[src/rtl/ser_rx_pkg.sv]
// Shared types for the frame-aligned serial receive port.
package ser_rx_pkg;
    localparam int OCTET_W = 8;
    typedef logic [OCTET_W-1:0]         octet_t;
    typedef logic [$clog2(OCTET_W)-1:0] bitpos_t;
endpackage

[src/rtl/ser_rx_edge.sv]
// Brings the line-side bit clock, data and frame marker into the reference
// clock domain and produces a one-cycle strobe on each selected sampling edge.
// It also watches for a stopped bit clock.
// Assumes: the bit clock runs at well under a quarter of the reference clock,
// and data/marker are stable around the sampling edge.
module ser_rx_edge #(
    parameter int LOS_LIMIT = 64,
    parameter int SYNC_LEN  = 2
) (
    input  logic clk,
    input  logic rst_n,
    input  logic sclk,
    input  logic sdata,
    input  logic sfs,
    input  logic clk_inv,
    output logic bit_stb,
    output logic bit_val,
    output logic bit_fs,
    output logic los
);
    localparam int LOS_W = $clog2(LOS_LIMIT + 1);

    logic [SYNC_LEN:0]   clk_sh;
    logic [SYNC_LEN-1:0] dat_sh;
    logic [SYNC_LEN-1:0] fs_sh;
    logic [LOS_W-1:0]    idle_cnt;
    logic                any_edge;

    // Synchronizer chains; the clock chain has one extra stage for edge detect.
    always_ff @(posedge clk) begin
        if (!rst_n) begin
            clk_sh <= '0;
            dat_sh <= '0;
            fs_sh  <= '0;
        end else begin
            clk_sh <= {clk_sh[SYNC_LEN-1:0], sclk};
            dat_sh <= {dat_sh[SYNC_LEN-2:0], sdata};
            fs_sh  <= {fs_sh[SYNC_LEN-2:0], sfs};
        end
    end

    assign any_edge = clk_sh[SYNC_LEN] ^ clk_sh[SYNC_LEN-1];
    // Active edge: new level is 1 for rising sampling, 0 for falling sampling.
    assign bit_stb  = any_edge & (clk_sh[SYNC_LEN-1] ^ clk_inv);
    assign bit_val  = dat_sh[SYNC_LEN-1];
    assign bit_fs   = fs_sh[SYNC_LEN-1];

    // Counts reference cycles since the last bit-clock edge, saturating.
    always_ff @(posedge clk) begin
        if (!rst_n) begin
            idle_cnt <= '0;
        end else if (any_edge) begin
            idle_cnt <= '0;
        end else if (idle_cnt != LOS_W'(LOS_LIMIT)) begin
            idle_cnt <= idle_cnt + 1'b1;
        end
    end

    assign los = (idle_cnt == LOS_W'(LOS_LIMIT));
endmodule

[src/rtl/ser_rx_framer.sv]
// Shifts sampled bits into octets. Octet boundaries restart at each frame
// marker, and the bit after the marker is the MSB. Each octet is tagged with
// its index within the frame, and the index saturates at its maximum.
// Assumes: bit strobes are at least two reference cycles apart.
module ser_rx_framer
    import ser_rx_pkg::*;
#(
    parameter int IDX_W = 6
) (
    input  logic             clk,
    input  logic             rst_n,
    input  logic             bit_stb,
    input  logic             bit_val,
    input  logic             bit_fs,
    output logic             oct_stb,
    output octet_t           oct_data,
    output logic [IDX_W-1:0] oct_idx,
    output logic             frame_stb
);
    localparam logic [IDX_W-1:0] IDX_MAX  = '1;
    localparam bitpos_t          LAST_BIT = bitpos_t'(OCTET_W - 1);

    logic             locked;
    bitpos_t          bit_cnt;
    octet_t           shreg;
    logic [IDX_W-1:0] idx;

    // Tracks frame alignment and emits completed octets with their index.
    always_ff @(posedge clk) begin
        if (!rst_n) begin
            locked    <= 1'b0;
            bit_cnt   <= '0;
            shreg     <= '0;
            idx       <= '0;
            oct_stb   <= 1'b0;
            oct_data  <= '0;
            oct_idx   <= '0;
            frame_stb <= 1'b0;
        end else begin
            oct_stb   <= 1'b0;
            frame_stb <= 1'b0;
            if (bit_stb) begin
                if (bit_fs) begin
                    locked    <= 1'b1;
                    bit_cnt   <= '0;
                    idx       <= '0;
                    frame_stb <= 1'b1;
                end else if (locked) begin
                    shreg <= {shreg[OCTET_W-2:0], bit_val};
                    if (bit_cnt == LAST_BIT) begin
                        bit_cnt  <= '0;
                        oct_stb  <= 1'b1;
                        oct_data <= {shreg[OCTET_W-2:0], bit_val};
                        oct_idx  <= idx;
                        if (idx != IDX_MAX) begin
                            idx <= idx + 1'b1;
                        end
                    end else begin
                        bit_cnt <= bit_cnt + 1'b1;
                    end
                end
            end
        end
    end
endmodule

[src/rtl/ser_rx_voice_buf.sv]
// Two-bank voice store. One bank fills during the current frame while the
// other, holding the previous frame's octets, is drained by pops. The banks
// swap at each frame marker. Writes beyond the depth are dropped and flag
// overflow; pops with nothing unread flag underflow. Both flags are sticky.
// Assumes: a write and a swap never occur in the same cycle.
module ser_rx_voice_buf
    import ser_rx_pkg::*;
#(
    parameter int VOICE_MAX = 16,
    parameter int VC_W      = 5,
    parameter int IDX_W     = 6
) (
    input  logic             clk,
    input  logic             rst_n,
    input  logic             wr_en,
    input  logic [IDX_W-1:0] wr_idx,
    input  octet_t           wr_data,
    input  logic             swap,
    input  logic             rd_en,
    output octet_t           rd_data,
    output logic             rd_valid,
    output logic             ovf,
    output logic             unf
);
    localparam int AW = $clog2(VOICE_MAX);

    octet_t          mem_q [2][VOICE_MAX];
    logic            wr_sel;
    logic [VC_W-1:0] wr_cnt;
    logic [VC_W-1:0] rd_cnt;
    logic [VC_W-1:0] rd_ptr;
    logic            wr_fits;
    logic            rd_has;

    assign wr_fits = (wr_idx < IDX_W'(VOICE_MAX));
    assign rd_has  = (rd_ptr < rd_cnt);

    // Storage write into the bank currently being filled.
    always_ff @(posedge clk) begin
        if (wr_en && wr_fits) begin
            mem_q[wr_sel][wr_idx[AW-1:0]] <= wr_data;
        end
    end

    // Bank selection, fill and drain counters, read data and sticky flags.
    always_ff @(posedge clk) begin
        if (!rst_n) begin
            wr_sel   <= 1'b0;
            wr_cnt   <= '0;
            rd_cnt   <= '0;
            rd_ptr   <= '0;
            rd_data  <= '0;
            rd_valid <= 1'b0;
            ovf      <= 1'b0;
            unf      <= 1'b0;
        end else begin
            rd_valid <= 1'b0;
            if (wr_en) begin
                if (wr_fits) begin
                    wr_cnt <= VC_W'(wr_idx) + 1'b1;
                end else begin
                    ovf <= 1'b1;
                end
            end
            if (rd_en) begin
                if (rd_has) begin
                    rd_data  <= mem_q[~wr_sel][rd_ptr[AW-1:0]];
                    rd_valid <= 1'b1;
                    rd_ptr   <= rd_ptr + 1'b1;
                end else begin
                    unf <= 1'b1;
                end
            end
            if (swap) begin
                wr_sel <= ~wr_sel;
                rd_cnt <= wr_cnt;
                wr_cnt <= '0;
                rd_ptr <= '0;
            end
        end
    end
endmodule

[src/rtl/ser_rx_voice_split.sv]
// Top of the frame-aligned serial receive port. It chains the edge finder,
// the octet framer and the voice store, and it steers each octet either to
// the voice store or to the registered payload output by its frame index.
// Assumes: voice_cnt changes only between frames.
module ser_rx_voice_split
    import ser_rx_pkg::*;
#(
    parameter int VOICE_MAX = 16,
    parameter int LOS_LIMIT = 64,
    localparam int VC_W     = $clog2(VOICE_MAX) + 1,
    localparam int IDX_W    = VC_W + 1
) (
    input  logic            clk,
    input  logic            rst_n,
    input  logic            rx_sclk,
    input  logic            rx_sdata,
    input  logic            rx_sfs,
    input  logic            clk_inv,
    input  logic [VC_W-1:0] voice_cnt,
    output logic [7:0]      pay_data,
    output logic            pay_valid,
    input  logic            vrd_en,
    output logic [7:0]      vrd_data,
    output logic            vrd_valid,
    output logic            ovf_flag,
    output logic            unf_flag,
    output logic            los
);
    logic             bit_stb;
    logic             bit_val;
    logic             bit_fs;
    logic             oct_stb;
    octet_t           oct_data;
    logic [IDX_W-1:0] oct_idx;
    logic             frame_stb;
    logic             is_voice;

    ser_rx_edge #(
        .LOS_LIMIT (LOS_LIMIT),
        .SYNC_LEN  (2)
    ) u_edge (
        .clk     (clk),
        .rst_n   (rst_n),
        .sclk    (rx_sclk),
        .sdata   (rx_sdata),
        .sfs     (rx_sfs),
        .clk_inv (clk_inv),
        .bit_stb (bit_stb),
        .bit_val (bit_val),
        .bit_fs  (bit_fs),
        .los     (los)
    );

    ser_rx_framer #(
        .IDX_W (IDX_W)
    ) u_framer (
        .clk       (clk),
        .rst_n     (rst_n),
        .bit_stb   (bit_stb),
        .bit_val   (bit_val),
        .bit_fs    (bit_fs),
        .oct_stb   (oct_stb),
        .oct_data  (oct_data),
        .oct_idx   (oct_idx),
        .frame_stb (frame_stb)
    );

    assign is_voice = (oct_idx < IDX_W'(voice_cnt));

    ser_rx_voice_buf #(
        .VOICE_MAX (VOICE_MAX),
        .VC_W      (VC_W),
        .IDX_W     (IDX_W)
    ) u_vbuf (
        .clk      (clk),
        .rst_n    (rst_n),
        .wr_en    (oct_stb & is_voice),
        .wr_idx   (oct_idx),
        .wr_data  (oct_data),
        .swap     (frame_stb),
        .rd_en    (vrd_en),
        .rd_data  (vrd_data),
        .rd_valid (vrd_valid),
        .ovf      (ovf_flag),
        .unf      (unf_flag)
    );

    // Registers payload octets, i.e. octets past the voice region.
    always_ff @(posedge clk) begin
        if (!rst_n) begin
            pay_data  <= '0;
            pay_valid <= 1'b0;
        end else begin
            pay_valid <= oct_stb & ~is_voice;
            if (oct_stb && !is_voice) begin
                pay_data <= oct_data;
            end
        end
    end
endmodule

[config.mk]
export PLATFORM = sky130hd
export DESIGN_NAME = ser_rx_voice_split
export DESIGN_NICKNAME = d
export VERILOG_FILES = /design/src/rtl/ser_rx_pkg.sv /design/src/rtl/ser_rx_edge.sv /design/src/rtl/ser_rx_framer.sv /design/src/rtl/ser_rx_voice_buf.sv /design/src/rtl/ser_rx_voice_split.sv
export SDC_FILE = /design/constraint.sdc
export NUM_CORES = 1
export LEC_CHECK = 0
export CAP_MARGIN = 20
export CORE_UTILIZATION = 55
export CTS_CLUSTER_DIAMETER = 120
export DETAILED_ROUTE_END_ITERATION = 7
export PLACE_DENSITY = 0.72
export SYNTH_ARGS = -nofsm -noshare
export SYNTH_HDL_FRONTEND = slang
export SYNTH_SLANG_ARGS = --single-unit
[constraint.sdc]
create_clock -name clk -period 3.4 [get_ports clk]
set_input_delay 0.85 -clock clk [delete_from_list [all_inputs] [get_ports clk]]
set_output_delay 0.85 -clock clk [all_outputs]
set_load 0.05 [all_outputs]
# == Word level (Yosys, flattened, before mapping) ==
# Memories as Yosys holds them, arrays and structs flattened.
# Cells that the tools add are included.
# W data, S select, Z words.
# totals
regBits,83
wordCells,91
in_bits,12
output_inout_bits,21
ramBits,256
n_memories,1
# op_classes
bitwise,15
eq_ne,4
muxes,17
n_reduce_logical,21
add_sub_neg,5
order_cmp,6
# memory_table
name,words,word_bits,rd,rd_clocked_by_memory_dff,write_ports,line,rtl
u_vbuf.mem_q,2,128,1,0,1,ser_rx_voice_buf.sv:27,octet_t mem_q [2][VOICE_MAX];
# ops
operator,count
$mux W128,1
$bmux W8 S4,1
$demux W8 S4,1
$mux W6,4
$mux W8,3
$reduce_and A2 Y1,8
$add A5 B1 Y5 const B,2
$ge A5 B5 Y1 const B,2
$not A4 Y5,2
$mux W3,3
$not A1 Y1,8
$reduce_and A4 Y1,2
$add A7 B1 Y7 const B,1
$eq A7 B7 Y1 const B,1
$ne A7 B7 Y1 const B,1
$add A6 B1 Y6 const B,1
$lt A6 B5 Y1,1
$lt A6 B5 Y1 const B,1
$ne A6 B6 Y1 const B,1
$reduce_bool A2 Y1,3
$lt A5 B1 Y1 const B,1
$lt A5 B5 Y1,1
$mux W1,4
$reduce_or A2 Y1,2
8 further kinds,13

# == Longest topological paths before layout ==
# Gate-level depths: netlist (run 1).
# logic_depth
word_depth,6
ltp_mapped,10
depth_no_buf,8

# == By module ==
# From an unflattened synthesis (run 1), not the netlist that was laid out.
# unflattened
hier_cells,882
area_unflattened_um2,13436.6
# modules_own_cells
module,n_inst,seq_area_each_um2,cells_per_inst,area_per_inst_um2
ser_rx_voice_buf,1,8227.9,620,11101.9
ser_rx_framer,1,660.6,150,1295.0
ser_rx_edge,1,280.3,57,539.3
ser_rx_voice_split,1,180.2,55,500.5

# == Least setup slack after synthesis (run 1) ==
# No wires, ideal clock.
# synth_timing
kind,input to register
from,input voice_cnt[4]
to,"memory u_vbuf.mem_q[0][16] in the netlist's numbering, enable pin"
stages,7
path_slack_ps,477
path_buffers,1
arrival_time_ps,2553
setup_ps,370
required_ps,3030
cell_sequence,inv_1 > ha_1 > a211oi_1 > o21a_1 > buf_2 > nand4_1 > nor2_1
# synth_between
elab_chain_cells,5
# synth_rtl
element,line,rtl
"start, declared",ser_rx_voice_split.sv:19,"input logic [VC_W-1:0] voice_cnt,"
$lt A6 B5 Y1,ser_rx_voice_split.sv:68,assign is_voice = (oct_idx < IDX_W'(voice_cnt));
$and A1 B1 Y1,ser_rx_voice_split.sv:77,".wr_en (oct_stb & is_voice),"
$logic_and A1 B1 Y1,ser_rx_voice_buf.sv:40,if (wr_en && wr_fits) begin
$mux W1,ser_rx_voice_buf.sv:40,
$mux W128 (implied by the code),ser_rx_voice_buf.sv:41,mem_q[wr_sel][wr_idx[AW-1:0]] <= wr_data;
"end, declared",ser_rx_voice_buf.sv:27,
# Every way passes these cells.

# == Worst setup path after layout (run 1) ==
# layout_timing
from,register u_edge.idle_cnt[0]
to,output los
# layout_between
elab_chain_cells,1
# layout_rtl
element,line,rtl
"start, declared",ser_rx_edge.sv:26,logic [LOS_W-1:0] idle_cnt;
"start signal, assigned",ser_rx_edge.sv:55,idle_cnt <= idle_cnt + 1'b1;
$eq A7 B7 Y1,ser_rx_edge.sv:59,assign los = (idle_cnt == LOS_W'(LOS_LIMIT));
"end, declared",ser_rx_voice_split.sv:27,output logic los
# Every way passes these cells.

==> results.md, run 1 <==
* Status: finished clean
* Final worst path period need at 2980 ps
* GR Overflow Total at 0
* Vias at 7805
* Number of detailed-route iterations in the first pass at 5
* Final WL at 29800 µm
* Clk pin slew, worst setup/hold paths at 60 ps
* Setup_tns at 0 ps
* Synth Cell Area at 13500 µm²
* Final net count at 1005
* Post-route ant nets at 0
* Area Overhead vs Synth at 15.2%
* Async SR Flop Fraction at 0%
* Syn_area_per_cell at 15.2 µm²
* Clk_lat worst skew at 510 ps
* Int Power at 6.55 mW
* CTS sink count at 339
* Most frequent cells in the layout: edfxtp_1 (256), nand2_1 (84), dfxtp_1 (76)
* WHS at 431 ps
* # Post-CTS Setup Buffers at 0
* Clock power frac at 44.9%
* CORE AREA at 23800 µm²
* Largest net degree at the start of global routing at 47
* Register Area at 9360 µm²
* I/O Pins at 33
* Vias in the first global route at 7640
* Core Util, Final at 65.5%
* Setup Skew at 11.7 ps
* Finished layout cell area at 15600 µm²
* Fin crit share at 87.6%
* Die ar. at 25200 µm²
* Min-delay src: u_edge.dat_sh[0]$_SDFF_PN0_
* Net Sw Frac at 19.4%
* Max FO, Critical Path at 5
* Most common cell after layout, fill and taps aside: edfxtp_1
* Detailed-route DRC error count at 0
* CP Launch Point: u_edge.idle_cnt[0]$_SDFFE_PP0N_
* 1st-iter DRT viols at 865
* Setup slack at placement at 131 ps
* Drt via density at 5.91
* Post-synth EDFFs at 256
* Share of cells above drive strength 1 at 17.8%
* Ys flop type: edfxtp_1
* Synth Net Count at 922
* Top post-synthesis cells by area: edfxtp_1 (57%), dfxtp_1 (12%), mux4_2 (8.2%)
* Slew @ Worst Pin at 849 ps
* HP Class: register to register
* Max Slew Vio Count at 0
* Syn Inst Count at 892
* Die Ht at 159 µm
* Pwr dens at 522 nW/µm²
* Crit path capture type: output pin
* Max-cap violations at 0
* Peak supply drop at 0.000425 V
* DP HPWL at 19100 µm
* CTS tree: done
* Multi-input gate area at 3860 µm²
* Worst path bufs/invs at 3
* Fill count at 1672
* Flop pwr share at 54.2%
* Synth cell types at 56
* Worst EP required at 2550 ps
* CP Launch Type: register
* Comb pwr share at 0.9%
* #FFs+latches synth at 339
* Synth area leader: edfxtp_1
* Final Hold Fails at 0
* First-pass GRT wire length at 46300 µm
* RSZ-0062 raised after global routing: no
* Final setup viols at 0
* Initial core utilization at 56.9%
* Die width at 159 µm
* CP most frequent cell: inv_1
* R2R Path Start: u_vbuf.wr_sel$_SDFFE_PN0P_
* Relative slew slack at 43.4%
* Data arrival, critical path at 2130 ps
* CP top delay family: buffers and inverters
* Row cnt at 56
* Placed Instance Area at 14500 µm²
* Htree depth at 2
* Post-CTS Resized at 0
* CTS root buf: clkbuf_16
* Yosys Warn Count at 0
* IO buf count at 32
* Proportion of netlist area held by the largest area contributor at 56.9%
* Proportion of synthesized chip area in sequential cells at 69.2%
* Inserted Clock Buffers at 35
* Clock Tree Buf Depth at 3
* # hold bufs at CTS at 0
* Critical path cell sequence: inv_1 -> ha_1 -> nor4b_1 -> nand3b_1 -> inv_1 -> dlymetal6s2s_1
* Leakage at 5.73 nW
* Net switching power figure at 1.58 mW
* Reg-to-reg slack, setup at 690 ps
* Post-route setup slack at 423 ps
* Max Fclk at 336 MHz
* DR WL/cell at 22.6 µm
* Routability Congestion at 0.899
* All-Layer GR Usage at 24.4%
* WS Path Type: register to output pin
* Initial antenna violation count at 0
* Worst path slowest cell: dlymetal6s2s_1
* Antenna diodes at 0
* CP peak stage delay at 440 ps
-- flip-flops by register name, indices dropped and copies added, names as in the netlist, 2 cells and up --
name / flops
pay_data: 8
u_edge.clk_sh: 3
u_edge.dat_sh: 2
u_edge.fs_sh: 2
u_edge.idle_cnt: 7
u_framer.bit_cnt: 3
u_framer.idx: 6
u_framer.oct_data: 8
u_framer.oct_idx: 6
u_framer.shreg: 7
u_vbuf.mem_q: 256
u_vbuf.rd_cnt: 5
u_vbuf.rd_data: 8
u_vbuf.rd_ptr: 5
u_vbuf.wr_cnt: 5
-- per-layer routing --
metal / global-route usage, % / vias to the layer above / part of all wire (%)
li1: - / 3552 / -
met1: 36.6 / 3896 / 44
met2: 37.4 / 317 / 47
met4: 6.31 / 0 / 1.8
met5: 0 / - / 0
met3: 3.94 / 40 / 7.5
-- cells in the mapped netlist, types with 2 or more instances --
cell type,n
ha_1,18
buf_2,10
nand3_1,25
nor3_1,2
o21a_1,2
nor2_1,75
o21ai_1,7
o21ai_0,11
inv_1,17
nor2b_1,14
a21oi_1,44
a221oi_1,2
o22ai_1,9
nand4_1,7
buf_6,7
nand3b_1,10
mux2i_1,35
clkinv_1,2
a31oi_1,2
a22oi_1,4
a221o_1,14
nand2b_1,7
and3_1,2
buf_1,4
edfxtp_1,256
and2_1,11
xor2_1,9
mux4_2,49
a2111oi_2,2
a211oi_1,2
a311o_1,4
nand2_1,84
a21o_1,3
dfxtp_1,83
o211ai_1,4
xnor2_1,8
mux2_2,7
clkbuf_1,21
buf_4,2
-- area by class of cell --
| class | instances | share of cell area [%] |
|---|---|---|
| clock buffer | 49 | 6.37 |
| tap | 319 | 2.56 |
| sequential | 339 | 60.1 |
| timing repair buffer | 90 | 5.03 |
| multi-input combinational | 490 | 24.8 |
| clock inverter | 14 | 0.683 |
| inverter | 19 | 0.458 |
-- power groups by stage --
| stage | Combinational, mW | Clock, mW | Sequential (mW) |
|---|---|---|---|
| after floorplan | 0.0415 | 0 | 4.49 |
| after global placement | 0.0692 | 0 | 4.49 |
| after detailed placement | 0.0699 | 0 | 4.50 |
| after CTS | 0.0702 | 3.70 | 4.41 |
| after global routing | 0.0780 | 3.87 | 4.40 |
| final | 0.0699 | 3.65 | 4.41 |
-- per-stage QoR --
step | std cells | total power, mW
after floorplan | 892 | 4.54
after global placement | 1257 | 4.56
after detailed placement | 1257 | 4.56
after CTS | 1320 | 8.18
after global routing | 1320 | 8.35
final | 1320 | 8.13
-- worst register-to-register path: cells and delay by family (launching register included) --
kind                   cells  cell delay [ps]
buffers and inverters      1              320
DFF                        1              840
AOI/OAI and AO/OA          5             1070
muxes                      1              370
-- worst paths after layout --
check,endpoint,depth (start not counted)
max,los,6
min,u_edge.dat_sh[1]$_SDFF_PN0_,1
max reg2reg,u_vbuf.rd_data[4]$_SDFFE_PN0P_,7
min reg2reg,u_edge.dat_sh[1]$_SDFF_PN0_,1
-- cells by family (layout without fill, tap and decap cells) --
| logic type | Yosys count | after routing | synth area share [%] |
|---|---|---|---|
| buffers and inverters | 63 | 172 | 2.29 |
| flip-flops | 339 | 339 | 69.2 |
| AO/OA/AOI/OAI | 120 | 120 | 6.14 |
| multiplexers | 92 | 92 | 11.4 |
| adder cells (fa/ha/maj) | 18 | 18 | 1.67 |
| XOR/XNOR | 17 | 17 | 1.10 |
| AND/OR/NAND/NOR | 243 | 243 | 8.20 |
Power figures use the tool's default switching activity.
==> run 2: changes to the inputs <==
==> constraint.sdc (replaced) <==
create_clock -name clk -period 3.4 [get_ports clk]
set_input_delay 0.85 -clock clk [delete_from_list [all_inputs] [get_ports clk]]
set_output_delay 0.85 -clock clk [all_outputs]
set_load 0.1 [all_outputs]
==> run 2 against run 1 <==
Wire length down 0.84%. Utilization is 0.15 points lower. Global-route usage is 0.13 points lower. Via count fell by 0.44%. Hold slack improved by 2.6 ps. Sequential share of layout area grew 0.14 points. Cell count unchanged. Total power grew 0.67%. Die area unchanged. Maximum frequency is 4.9% higher. Non-clock buffer count unchanged. Sequential cell count is the same. Critical path type unchanged. Critical endpoint unchanged. Highest routed layer unchanged.
==> results.md, run 2 (synthesis results as in run 1) <==
* Status: finished clean
* Post-CTS Resized at 0 (unchanged)
* Die ar. at 25200 µm² (unchanged)
* Initial antenna violation count at 0 (unchanged)
* Slew @ Worst Pin at 870 ps (+21.4 ps)
* Inserted Clock Buffers at 35 (unchanged)
* Register Area at 9360 µm² (unchanged)
* Int Power at 6.64 mW (+1.4%)
* Flop pwr share at 53.8% (-0.4 points)
* Crit path capture type: output pin
* Leakage at 5.77 nW (+0.65%)
* DR WL/cell at 22.4 µm (-0.84%)
* Comb pwr share at 0.9% (about the same)
* First-pass GRT wire length at 45800 µm (-1.0%)
* CTS root buf: clkbuf_16
* Clk_lat worst skew at 510 ps (about the same)
* Initial core utilization at 56.9% (unchanged)
* Placed cell count at 1257 (unchanged)
* Final worst path period need at 2840 ps (-138 ps)
* Setup Skew at 13.4 ps (+1.72 ps)
* Setup_tns at 0 ps (unchanged)
* Max Fclk at 352 MHz (+4.9%)
* Max-cap violations at 0 (unchanged)
* Final Hold Fails at 0 (unchanged)
* Routability Congestion at 0.896 (-0.37%)
* CP peak stage delay at 360 ps (-80 ps)
* Net Sw Frac at 18.8% (-0.58 points)
* Vias in the first global route at 7599 (-0.54%)
* # hold bufs at CTS at 0 (unchanged)
* CORE AREA at 23800 µm² (unchanged)
* HP Class: register to register
* Final setup viols at 0 (unchanged)
* Antenna diodes at 0 (unchanged)
* Die Ht at 159 µm (unchanged)
* I/O Pins at 33 (unchanged)
* Clock power frac at 45.3% (+0.4 points)
* Fill count at 1663 (-0.54%)
* WS Path Type: register to output pin
* CP Launch Point: u_edge.idle_cnt[0]$_SDFFE_PP0N_
* Number of detailed-route iterations in the first pass at 5 (unchanged)
* Relative slew slack at 42.0% (-1.4 points)
* CTS tree: done
* DP HPWL at 19000 µm (-0.23%)
* Max FO, Critical Path at 5 (unchanged)
* Worst r2r path cells at 6 (-1)
* RSZ-0062 raised after global routing: no
* Clk pin slew, worst setup/hold paths at 60 ps (about the same)
* Net switching power figure at 1.54 mW (-2.3%)
* IO buf count at 32 (unchanged)
* Row cnt at 56 (unchanged)
* Fin crit share at 83.5% (-4.1 points)
* Drt via density at 5.89 (-0.44%)
* Worst reg2reg path endpoint: u_vbuf.rd_data[0]$_SDFFE_PN0P_
* Critical path cell sequence: inv_1 -> ha_1 -> nor4b_1 -> nand3b_1 -> inv_1 -> buf_4
* # Post-CTS Setup Buffers at 0 (unchanged)
* Data arrival, critical path at 1990 ps (-140 ps)
* CP Launch Type: register
* Setup crit end: los
* Final net count at 1005 (unchanged)
* Area Overhead vs Synth at 14.9%
* Htree depth at 2 (unchanged)
* CP top delay family: buffers and inverters
* Most frequent cells in the layout: edfxtp_1 (256), nand2_1 (84), buf_4 (77)
* 1st-iter DRT viols at 689 (-20%)
* Worst EP required at 2550 ps (about the same)
* Finished Layout Cells at 1320 (unchanged)
* Detailed-route DRC error count at 0 (unchanged)
* Reg-to-reg slack, setup at 650 ps (-40 ps)
* Largest net degree at the start of global routing at 47 (unchanged)
* Post-route ant nets at 0 (unchanged)
* Multi-input gate area at 3860 µm² (unchanged)
* CTS sink count at 339 (unchanged)
* All-Layer GR Usage at 24.3% (-0.13 points)
* Peak supply drop at 0.000471 V (+11%)
* Max Slew Vio Count at 0 (unchanged)
* Worst path slowest cell: dfxtp_1
* Most common cell after layout, fill and taps aside: edfxtp_1
* Worst path bufs/invs at 3 (unchanged)
* Die width at 159 µm (unchanged)
* GR Overflow Total at 0 (unchanged)
* Final WL at 29600 µm (-0.84%)
* Clock Tree Buf Depth at 3 (unchanged)
* Max reg flops at 256 (unchanged)
* Levels on crit path at 6 (unchanged)
* Pwr dens at 527 nW/µm² (+0.90%)
* CP most frequent cell: inv_1
* Core Util, Final at 65.4% (-0.15 points)
* Share of cells above drive strength 1 at 19.7% (+1.9 points)
* R2R Path Start: u_vbuf.wr_sel$_SDFFE_PN0P_
* Vias at 7771 (-0.44%)
-- run 2: stage by stage --
step	hold slack (ps)	power [mW]	area, µm²	setup slack [ps]
after floorplan	412	4.54	13500	477
after global placement	416	4.57	14400	177
after detailed placement	419	4.57	14400	107
after CTS	434	8.24	15500	541
after global routing	456	8.40	15500	352
final	434	8.19	15500	561
-- run 2: layout make-up --
| cell class | count | share of cell area [%] |
|---|---|---|
| Tap cell | 319 | 2.57 |
| Multi-Input combinational cell | 490 | 24.8 |
| Inverter | 19 | 0.459 |
| Clock buffer | 52 | 6.52 |
| Timing Repair Buffer | 90 | 4.69 |
| Sequential cell | 339 | 60.3 |
| Clock inverter | 11 | 0.677 |
-- run 2: worst min path at each step --
stage | from | to | cells after the start
global placement | u_edge.dat_sh[0]$_SDFF_PN0_ | u_edge.dat_sh[1]$_SDFF_PN0_ | 1
global route | u_edge.clk_sh[0]$_SDFF_PN0_ | u_edge.clk_sh[1]$_SDFF_PN0_ | 1
detailed placement | u_edge.clk_sh[0]$_SDFF_PN0_ | u_edge.clk_sh[1]$_SDFF_PN0_ | 1
floorplan | u_edge.clk_sh[0]$_SDFF_PN0_ | u_edge.clk_sh[1]$_SDFF_PN0_ | 1
finish | u_edge.clk_sh[0]$_SDFF_PN0_ | u_edge.clk_sh[1]$_SDFF_PN0_ | 1
CTS | u_edge.clk_sh[0]$_SDFF_PN0_ | u_edge.clk_sh[1]$_SDFF_PN0_ | 1
-- run 2: power by group through the flow --
stage / Combinational, mW / Sequential (mW) / Clock, mW
finish: 0.0739 / 4.41 / 3.70
global route: 0.0821 / 4.41 / 3.92
global placement: 0.0725 / 4.49 / 0
floorplan: 0.0415 / 4.50 / 0
detailed placement: 0.0738 / 4.49 / 0
CTS: 0.0742 / 4.41 / 3.76
-- run 2: layer usage --
| layer | GRT usage [%] | up-vias | share of wire, % |
|---|---|---|---|
| met5 | 0 | - | 0 |
| met1 | 36.1 | 3825 | 44 |
| met4 | 7.59 | 0 | 2.1 |
| met2 | 36.9 | 345 | 46 |
| met3 | 3.92 | 47 | 8.7 |
| li1 | - | 3554 | - |
==> run 3: changes to the inputs <==
--- a/config.mk
+++ b/config.mk
@@ -9,7 +9,7 @@
 export CORE_UTILIZATION = 55
 export CTS_CLUSTER_DIAMETER = 120
 export DETAILED_ROUTE_END_ITERATION = 7
-export PLACE_DENSITY = 0.72
+export PLACE_DENSITY = 0.75
 export SYNTH_ARGS = -nofsm -noshare
 export SYNTH_HDL_FRONTEND = slang
 export SYNTH_SLANG_ARGS = --single-unit
==> constraint.sdc (replaced) <==
create_clock -name clk -period 2.6 [get_ports clk]
set_input_delay 0.65 -clock clk [delete_from_list [all_inputs] [get_ports clk]]
set_output_delay 0.65 -clock clk [all_outputs]
set_load 0.1 [all_outputs]
==> run 3 against run 2 <==
Clock skew barely moved. Wire length rose by 3.8%. Global-route usage rose by 0.77 points. Highest routed layer unchanged. Sequential share of layout area fell by 0.91 points. Register-to-register slack got worse by 490 ps. Utilization rose by 0.96 points. Final area rose by 1.5%. Total power rose by 28%. Setup slack got worse by 410 ps. Critical endpoint is now u_vbuf.rd_data[2]$_SDFFE_PN0P_.
==> results.md, run 3 (synthesis results as in run 1) <==
* GR Overflow Total at 0 (unchanged)
* Die ar. at 25200 µm² (unchanged)
* Die Ht at 159 µm (unchanged)
* DR WL/cell at 22.7 µm (+1.5%)
* Final setup viols at 0 (unchanged)
* # hold bufs at CTS at 0 (unchanged)
* Worst EP required at 3050 ps (+500 ps)
* Antenna diodes at 0 (unchanged)
* Max-cap violations at 0 (unchanged)
* HP Class: register to register
* Max reg flops at 256 (unchanged)
* Inserted Clock Buffers at 35 (unchanged)
* Share of cells above drive strength 1 at 22.0% (+2.3 points)
* Initial core utilization at 56.9% (unchanged)
* Number of detailed-route iterations in the first pass at 5 (unchanged)
* Post-route ant nets at 0 (unchanged)
* Vias in the first global route at 7945 (+4.6%)
* Detailed-route DRC error count at 0 (unchanged)
* CORE AREA at 23800 µm² (unchanged)
* CTS sink count at 339 (unchanged)
* Metal1 wirelength at 12700 µm (-1.0%)
* All-Layer GR Usage at 25.1% (+0.77 points)
* Register Area at 9350 µm² (about the same)
* Clock Tree Buf Depth at 3 (unchanged)
* CTS root buf: clkbuf_16
* Most common cell after layout, fill and taps aside: edfxtp_1
* Met3 wire len at 2570 µm (+0.39%)
* Final worst path period need at 2440 ps
* I/O Pins at 33 (unchanged)
* Crit path capture type: register
* Peak supply drop at 0.000376 V (-20%)
* Clk pin slew, worst setup/hold paths at 60 ps (about the same)
* Finished Layout Cells at 1350 (+2.3%)
* Core Util, Final at 66.4% (+0.96 points)
* Setup_tns at 0 ps (unchanged)
* Placed cell count at 1286 (+2.3%)
* Row cnt at 56 (unchanged)
* Largest net degree at the start of global routing at 47 (unchanged)
* CP Launch Point: u_vbuf.rd_ptr[0]$_SDFFE_PP0P_
* WHS at 430 ps (-3.28 ps)
* Slew @ Worst Pin at 641 ps (-229 ps)
* Max Fclk at 409 MHz
* CP top delay family: compound AO/OA/AOI/OAI gates
* Clk_lat worst skew at 510 ps (about the same)
* Max FO, Critical Path at 21 (+16)
* Multi-input gate area at 3870 µm² (+0.49%)
* DP HPWL at 20000 µm (+5.4%)
* Fin crit share at 94.0%
* CP Launch Type: register
* Final Hold Fails at 0 (unchanged)
* Status: finished clean
* 1st-iter DRT viols at 753 (+9.3%)
* Levels on crit path at 6 (unchanged)
* Worst path slowest cell: a2111oi_4
* WS Path Type: register to register
* IO buf count at 32 (unchanged)
* Min-delay src: u_edge.fs_sh[0]$_SDFF_PN0_
* Hold path depth at 1 (unchanged)
* Power Total at 10.5 mW (+28%)
* CP peak stage delay at 620 ps (+260 ps)
* Die width at 159 µm (unchanged)
* Metal2 WL at 14700 µm (+9.0%)
* First-pass GRT wire length at 46900 µm (+2.5%)
* Routability Congestion at 0.879 (-1.9%)
* Final WL at 30700 µm (+3.8%)
* Max Slew Vio Count at 0 (unchanged)
* Htree depth at 2 (unchanged)
* Area Overhead vs Synth at 16.6%
* Final net count at 1035 (+3.0%)
* Data arrival, critical path at 2890 ps (+900 ps)
* Leakage at 5.91 nW (+2.5%)
* Setup Skew at 13.0 ps (-0.412 ps)
* Relative slew slack at 57.1% (+15 points)
* Critical path cell sequence: nand2b_1 -> a211o_1 -> a31o_2 -> a2111oi_4 -> a22oi_1 -> o21ai_1
* DR top layer: met4
* Drt via density at 5.87 (-0.27%)
* Pwr dens at 664 nW/µm² (+26%)
* CTS tree: done
* Most frequent cells in the layout: edfxtp_1 (256), buf_4 (103), nand2_1 (84)
* RSZ-0062 raised after global routing: no
* Initial antenna violation count at 0 (unchanged)
* Vias at 7926 (+2.0%)
* Fill count at 1618 (-2.7%)
* Worst r2r path cells at 6 (unchanged)
* R2R Path Start: u_vbuf.rd_ptr[0]$_SDFFE_PP0P_
* Worst path bufs/invs at 0 (-3)
run 3: through the flow:
step	cell area (µm²)	setup slack, ps
CTS	15700	24.4
floorplan	13500	-123
finish	15800	156
detailed placement	14700	-481
global route	15800	44.4
global placement	14700	-416
run 3: report_power, final:
part / switching (mW) / internal, mW / total [mW]
registers: 0.0106 / 5.75 / 5.76
clock network: 1.95 / 2.65 / 4.60
logic: 0.0576 / 0.0432 / 0.101
run 3: final cells by class:
cell class	count	area share [%]
Inverter	19	0.453
Sequential cell	339	59.4
Clock buffer	47	6.18
Clock inverter	16	0.587
Timing Repair Buffer	120	6.31
Tap cell	319	2.53
Multi-Input combinational cell	490	24.6
run 3: repair_timing:
item,in CTS,in global routing
buffers inserted,0,1
endpoints found under the setup margin,0,248
gates resized for setup,0,6
run 3: final timing paths:
kind | to | slack (ps)
min | u_edge.fs_sh[1]$_SDFF_PN0_ | 430
max reg2reg | u_vbuf.rd_data[2]$_SDFFE_PN0P_ | 160
min reg2reg | u_edge.fs_sh[1]$_SDFF_PN0_ | 430
max | u_vbuf.rd_data[2]$_SDFFE_PN0P_ | 160
run 3: routing by layer:
layer	up-vias	global-route usage [%]
li1	3612	-
met1	3900	33.8
met2	363	40.8
met3	51	5.85
met4	0	7.15
met5	-	0
